[src/rtl/sr_guard_pkg.sv]
package sr_guard_pkg;

  typedef enum logic [1:0] {
    PROT_NONE    = 2'b00,
    PROT_QUARTER = 2'b01,
    PROT_HALF    = 2'b10,
    PROT_ALL     = 2'b11
  } prot_lvl_e;

  localparam int ST_W      = 8;
  localparam int ST_BUSY   = 0;
  localparam int ST_WEN    = 1;
  localparam int ST_LVL_LO = 2;
  localparam int ST_LVL_HI = 3;
  localparam int ST_ARM    = 7;

  typedef struct packed {
    logic      arm;
    prot_lvl_e lvl;
  } nv_bits_t;

  function automatic logic [ST_W-1:0] pack_status(logic busy, logic wen, nv_bits_t nv);
    logic [ST_W-1:0] s;
    s = '0;
    if (busy) begin
      s = '1;
    end else begin
      s[ST_ARM]                = nv.arm;
      s[ST_LVL_HI:ST_LVL_LO]   = nv.lvl;
      s[ST_WEN]                = wen;
    end
    return s;
  endfunction

  function automatic nv_bits_t unpack_nv(logic [ST_W-1:0] d);
    nv_bits_t n;
    n.arm = d[ST_ARM];
    n.lvl = prot_lvl_e'(d[ST_LVL_HI:ST_LVL_LO]);
    return n;
  endfunction

endpackage

[src/rtl/sr_guard_wel.sv]
module sr_guard_wel (
  input  logic clk,
  input  logic rst_n,
  input  logic set_i,
  input  logic clr_i,
  input  logic busy_i,
  input  logic cyc_end_i,
  output logic wen_o
);

  always_ff @(posedge clk or negedge rst_n) begin
    if (!rst_n) begin
      wen_o <= 1'b0;
    end else if (cyc_end_i) begin
      wen_o <= 1'b0;
    end else if (!busy_i) begin
      if (clr_i)      wen_o <= 1'b0;
      else if (set_i) wen_o <= 1'b1;
    end
  end

endmodule

[src/rtl/sr_guard_region.sv]
module sr_guard_region #(
  parameter int ADDR_W = 15
) (
  input  logic [ADDR_W-1:0]       addr_i,
  input  sr_guard_pkg::prot_lvl_e lvl_i,
  output logic                    prot_o
);
  import sr_guard_pkg::*;

  localparam int TOP = ADDR_W - 1;

  function automatic logic in_region(logic [ADDR_W-1:0] a, prot_lvl_e l);
    logic r;
    unique case (l)
      PROT_NONE:    r = 1'b0;
      PROT_QUARTER: r = a[TOP] & a[TOP-1];
      PROT_HALF:    r = a[TOP];
      default:      r = 1'b1;
    endcase
    return r;
  endfunction

  assign prot_o = in_region(addr_i, lvl_i);

endmodule

[src/rtl/sr_guard_nv.sv]
module sr_guard_nv (
  input  logic                    clk,
  input  logic                    rst_n,
  input  logic                    open_i,
  input  logic                    go_i,
  input  logic [7:0]              data_i,
  input  logic                    hw_prot_i,
  input  logic                    sr_ok_i,
  input  logic                    cyc_end_i,
  output sr_guard_pkg::nv_bits_t  nv_o,
  output logic                    start_o,
  output logic                    cancel_o
);
  import sr_guard_pkg::*;

  logic     cancel_q;
  logic     pend_vld_q;
  nv_bits_t pend_q;
  logic     unused_data;

  assign unused_data = ^{data_i[6:4], data_i[1:0]};
  assign cancel_o    = cancel_q;
  assign start_o     = go_i & sr_ok_i & ~cancel_q;

  // Cancellation is sticky for the rest of the command phase
  always_ff @(posedge clk or negedge rst_n) begin
    if (!rst_n)                     cancel_q <= 1'b0;
    else if (go_i)                  cancel_q <= 1'b0;
    else if (open_i && hw_prot_i)   cancel_q <= 1'b1;
  end

  // Accepted bits wait for the end of the timed cycle
  always_ff @(posedge clk or negedge rst_n) begin
    if (!rst_n) begin
      pend_vld_q <= 1'b0;
      pend_q     <= '0;
      nv_o       <= '0;
    end else begin
      if (start_o) begin
        pend_vld_q <= 1'b1;
        pend_q     <= unpack_nv(data_i);
      end else if (cyc_end_i) begin
        pend_vld_q <= 1'b0;
        if (pend_vld_q) nv_o <= pend_q;
      end
    end
  end

endmodule

[src/rtl/sr_guard.sv]
module sr_guard #(
  parameter int ADDR_W = 15
) (
  input  logic              clk,
  input  logic              rst_n,
  input  logic              wren_i,
  input  logic              wrdi_i,
  input  logic              wrsr_open_i,
  input  logic              wrsr_go_i,
  input  logic [7:0]        wrsr_data_i,
  input  logic              wp_n_i,
  input  logic              busy_i,
  input  logic [ADDR_W-1:0] chk_addr_i,
  output logic [7:0]        status_o,
  output logic              sr_wr_ok_o,
  output logic              arr_wr_ok_o,
  output logic              wrsr_start_o
);
  import sr_guard_pkg::*;

  logic     busy_q;
  logic     cyc_end;
  logic     hw_prot;
  logic     wen;
  logic     addr_prot;
  logic     cancel;
  nv_bits_t nv;

  always_ff @(posedge clk or negedge rst_n) begin
    if (!rst_n) busy_q <= 1'b0;
    else        busy_q <= busy_i;
  end

  assign cyc_end = busy_q & ~busy_i;
  assign hw_prot = nv.arm & ~wp_n_i;

  sr_guard_wel u_wel (
    .clk       (clk),
    .rst_n     (rst_n),
    .set_i     (wren_i),
    .clr_i     (wrdi_i),
    .busy_i    (busy_i),
    .cyc_end_i (cyc_end),
    .wen_o     (wen)
  );

  sr_guard_region #(.ADDR_W(ADDR_W)) u_region (
    .addr_i (chk_addr_i),
    .lvl_i  (nv.lvl),
    .prot_o (addr_prot)
  );

  sr_guard_nv u_nv (
    .clk       (clk),
    .rst_n     (rst_n),
    .open_i    (wrsr_open_i),
    .go_i      (wrsr_go_i),
    .data_i    (wrsr_data_i),
    .hw_prot_i (hw_prot),
    .sr_ok_i   (sr_wr_ok_o),
    .cyc_end_i (cyc_end),
    .nv_o      (nv),
    .start_o   (wrsr_start_o),
    .cancel_o  (cancel)
  );

  assign sr_wr_ok_o  = wen & ~busy_i & ~hw_prot;
  assign arr_wr_ok_o = wen & ~busy_i & ~addr_prot;
  assign status_o    = pack_status(busy_i, wen, nv);

endmodule

[config.mk]
export PLATFORM = sky130hd
export DESIGN_NAME = sr_guard
export DESIGN_NICKNAME = d
export VERILOG_FILES = /design/src/rtl/sr_guard_pkg.sv /design/src/rtl/sr_guard_wel.sv /design/src/rtl/sr_guard_region.sv /design/src/rtl/sr_guard_nv.sv /design/src/rtl/sr_guard.sv
export SDC_FILE = /design/constraint.sdc
export NUM_CORES = 1
export LEC_CHECK = 0
export BUFFER_PORTS_ARGS = -buffer_cell sky130_fd_sc_hd__buf_2
export CORE_MARGIN = 5
export CORE_UTILIZATION = 35
export CTS_BUF_LIST = sky130_fd_sc_hd__clkbuf_8
export DETAILED_ROUTE_END_ITERATION = 10
export HOLD_SLACK_MARGIN = 0.12
export PLACE_DENSITY = 0.76
export SYNTH_ARGS = -nofsm -noshare
export SYNTH_HDL_FRONTEND = slang
export SYNTH_HIERARCHICAL = 1
export SYNTH_SLANG_ARGS = --single-unit
[constraint.sdc]
create_clock -name clk -period 1.3 [get_ports clk]
set_input_delay 0.26 -clock clk [delete_from_list [all_inputs] [get_ports clk]]
set_output_delay 0.26 -clock clk [all_outputs]
set_load 0.01 [all_outputs]
==> reports/results.ini <==
[timing]
finalCritPeriodShare_pct=116
fin_skew_ns=0.00282
tns_ns=-1.55
rsz0062_at_grt=yes
setup_viol=9
period_minus_slack_ns=1.51
relSlewSlack_pct=85.0
worstMarginPinSlew_ns=0.225
clock.fmax_ghz=0.661
setup_slack_ns=-0.213
final_max_slew_viol_count=0
final-hold-violation-count=0

[clock_network]
cts_num_sinks=10
cts_tree=done
numCtsBuffers=3
clkLatencyLatePin_ns=0.23
cts_max_level=1
cts_root_buf=clkbuf_8
cts.path.max_buffers=2
cts.clk_slew.worst_paths_ns=0.05

[grt]
grt_overflow=0
grtUsageMet2_pct=17.8
first_global_vias=427
grt_use_met3_pct=2.45
grt_pass1_wl_um=1840
grt_usage_pct=10.1
grt_busiest_layer=met2
grt_max_degree=12
grt_use_met1_pct=10.3
antenna_found_initial=0

[finish]
drive_gt1_share_pct=64.0
syn2layout_area_growth_pct=49.8
fill_cells=136
nets=107
num_antenna_cells=0
layoutNonFillerInstCount=91

[place]
port-buffer-count=23
placed_cells=84
post-place-ws_ns=-0.157
place_congestion=0.691

[critical_path]
cp.arrival_ns=1.63
r2r_end=u_nv/nv_o[2]$_DFFE_PN0P_
required_ns=1.41
critPathMaxFanout=4
startpoint_type=flip-flop
end_kind=flip-flop
criticalPathCategory=reg -> reg
rr_worst_depth=6
r2r_slack_ns=-0.21
startpoint=u_nv/nv_o[2]$_DFFE_PN0P_
rr_startpoint=u_nv/nv_o[2]$_DFFE_PN0P_

[run_status]
violations=setup timing
status=finished, violations left

[pwr]
p_int_mw=0.954
p_sw_mw=0.342
powerDensity_nw_per_um2=1640
power_mw=1.30
leakage_nw=0.401
combPwrFrac_pct=32.2
clkPwrFrac_pct=29.7
seq_power_share_pct=38.2
p_sw_share_pct=26.4
irDropWorstVdd_uv=853

[worst_hold_path]
min_path_cells=2
hold_end=u_nv/cancel_o$_DFFE_PN0P_
hold_class=in -> reg
worstHoldStart=wrsr_go_i

[logic_synthesis]
synth.ff_latch_count=10
ys.flop_type=dfrtp_1
synth-seq-area-share_pct=47.4
async_flop_share_pct=100
synth-edff-count=0
ys_types=20
yosys_warnings=6
syn_inst=44
synth_area_um2=528
synth_nets=75
synth_area_per_cell_um2=12.0

[floorplanning]
die_x_um=48.8
placementRows=14
coreArea_um2=1470
initial_core_util_pct=35.9
die_y_um=48.8
die-area_um2=2390
io_pins=42

[routing]
first_pass_iters=2
drt.antenna.violating_nets=0
vias=403
drc=0
vias_per_cell=4.43
drt-total-wl_um=1140
first_iter_violations=1
wl_per_cell_um=12.5

[run]
cap_violations=0

## metrics by stage
step / instance area [um2] / util [%] / hold WS [ns]
after floorplan: 541 / - / -0.0356
after global placement: 692 / 47.0 / 0.125
after detailed placement: 692 / 47.0 / 0.132
after CTS: 782 / 53.1 / 0.186
after global routing: 791 / 53.7 / 0.204
final: 791 / 53.7 / 0.190
## cell families after synthesis
logic type	share of synthesized area [%]
AOI/OAI and AO/OA	6.40
buffers and inverters	9.95
and+or+nand+nor	21.3
DFF	47.4
muxes	14.9
## metal layers
layer	routed length (um)	part of all wire, %
met4	9	0.79
met3	75	6.6
met1	464	41
met2	587	52
met5	0	0
## how the worst max path moves through the flow
stage | endpoint | slack, ns | depth (start not counted)
6_report | u_nv/nv_o[2]$_DFFE_PN0P_ | -0.21 | 6
2_1_floorplan | u_nv/nv_o[0]$_DFFE_PN0P_ | -0.08 | 6
4_1_cts | wrsr_start_o | -0.25 | 5
3_5_place_dp | u_nv/nv_o[2]$_DFFE_PN0P_ | -0.16 | 6
5_1_grt | u_nv/nv_o[2]$_DFFE_PN0P_ | -0.27 | 6
3_3_place_gp | u_nv/nv_o[2]$_DFFE_PN0P_ | -0.10 | 6
## final cells by class
class / instances / area, um2 / share of cell area (%)
tap: 16 / 20.0 / 2.53
inverter: 3 / 11.3 / 1.42
sequential: 10 / 250 / 31.6
clock buffer: 4 / 55.1 / 6.96
multi-input combinational: 26 / 239 / 30.2
timing repair buffer: 32 / 215 / 27.2
## synth_stat cells (2+ instances only)
cell type	count	area, um2
dfrtp_1	10	250
buf_4	4	30.0
or2_1	4	25.0
inv_1	3	11.3
mux2_2	3	33.8
mux2_4	3	45.0
nand2_1	2	7.51
nor2_1	2	7.51
nor2b_1	2	12.5
## critical path, cell delays in order (launching register included)
cell and delay [ns]:
dfrtp_1 0.36, nor2b_4 0.19, nor2_4 0.04, and3b_2 0.25, buf_12 0.14, nor2_8 0.10
mux2_4 0.31
## power groups by stage
stage               registers, mW  clock network, mW  logic [mW]
CTS                         0.495              0.392       0.413
finish                      0.494              0.385       0.417
floorplan                   0.472                  0       0.251
global route                0.507              0.409       0.456
detailed placement          0.499                  0       0.371
global placement            0.489                  0       0.360
## registers in the layout, indices dropped and copies added (netlist names)
register / cells
u_nv/pend_q: 3
u_wel/wen_o: 1
busy_q: 1
u_nv/pend_vld_q: 1
u_nv/nv_o: 3
u_nv/cancel_o: 1
## timing repair
item                                   in CTS  in global routing
buffers inserted                            2                  2
endpoints found under the hold margin      10                  0
gates resized for setup                     2                  4
setup endpoints to repair                  10                 11
cloned                                      0                  0
pin swaps                                   7                  3
hold buffers                                1                  0
## cell usage in the layout (no fill, tap or decap), drive strengths merged
| cell type | n |
|---|---|
| a21oi | 1 |
| mux2 | 6 |
| nor2 | 4 |
| or2 | 4 |
| inv | 3 |
| a21o | 1 |
| clkbuf | 4 |
| buf | 31 |
| nor2b | 2 |
| o21ai | 1 |
| nand2b | 2 |
| and3b | 1 |
| dlygate4sd3 | 1 |
| dfrtp | 10 |
| nand2 | 2 |
| nand3 | 1 |
| a221oi | 1 |
No activity file was read; power rests on OpenSTA's default activity.
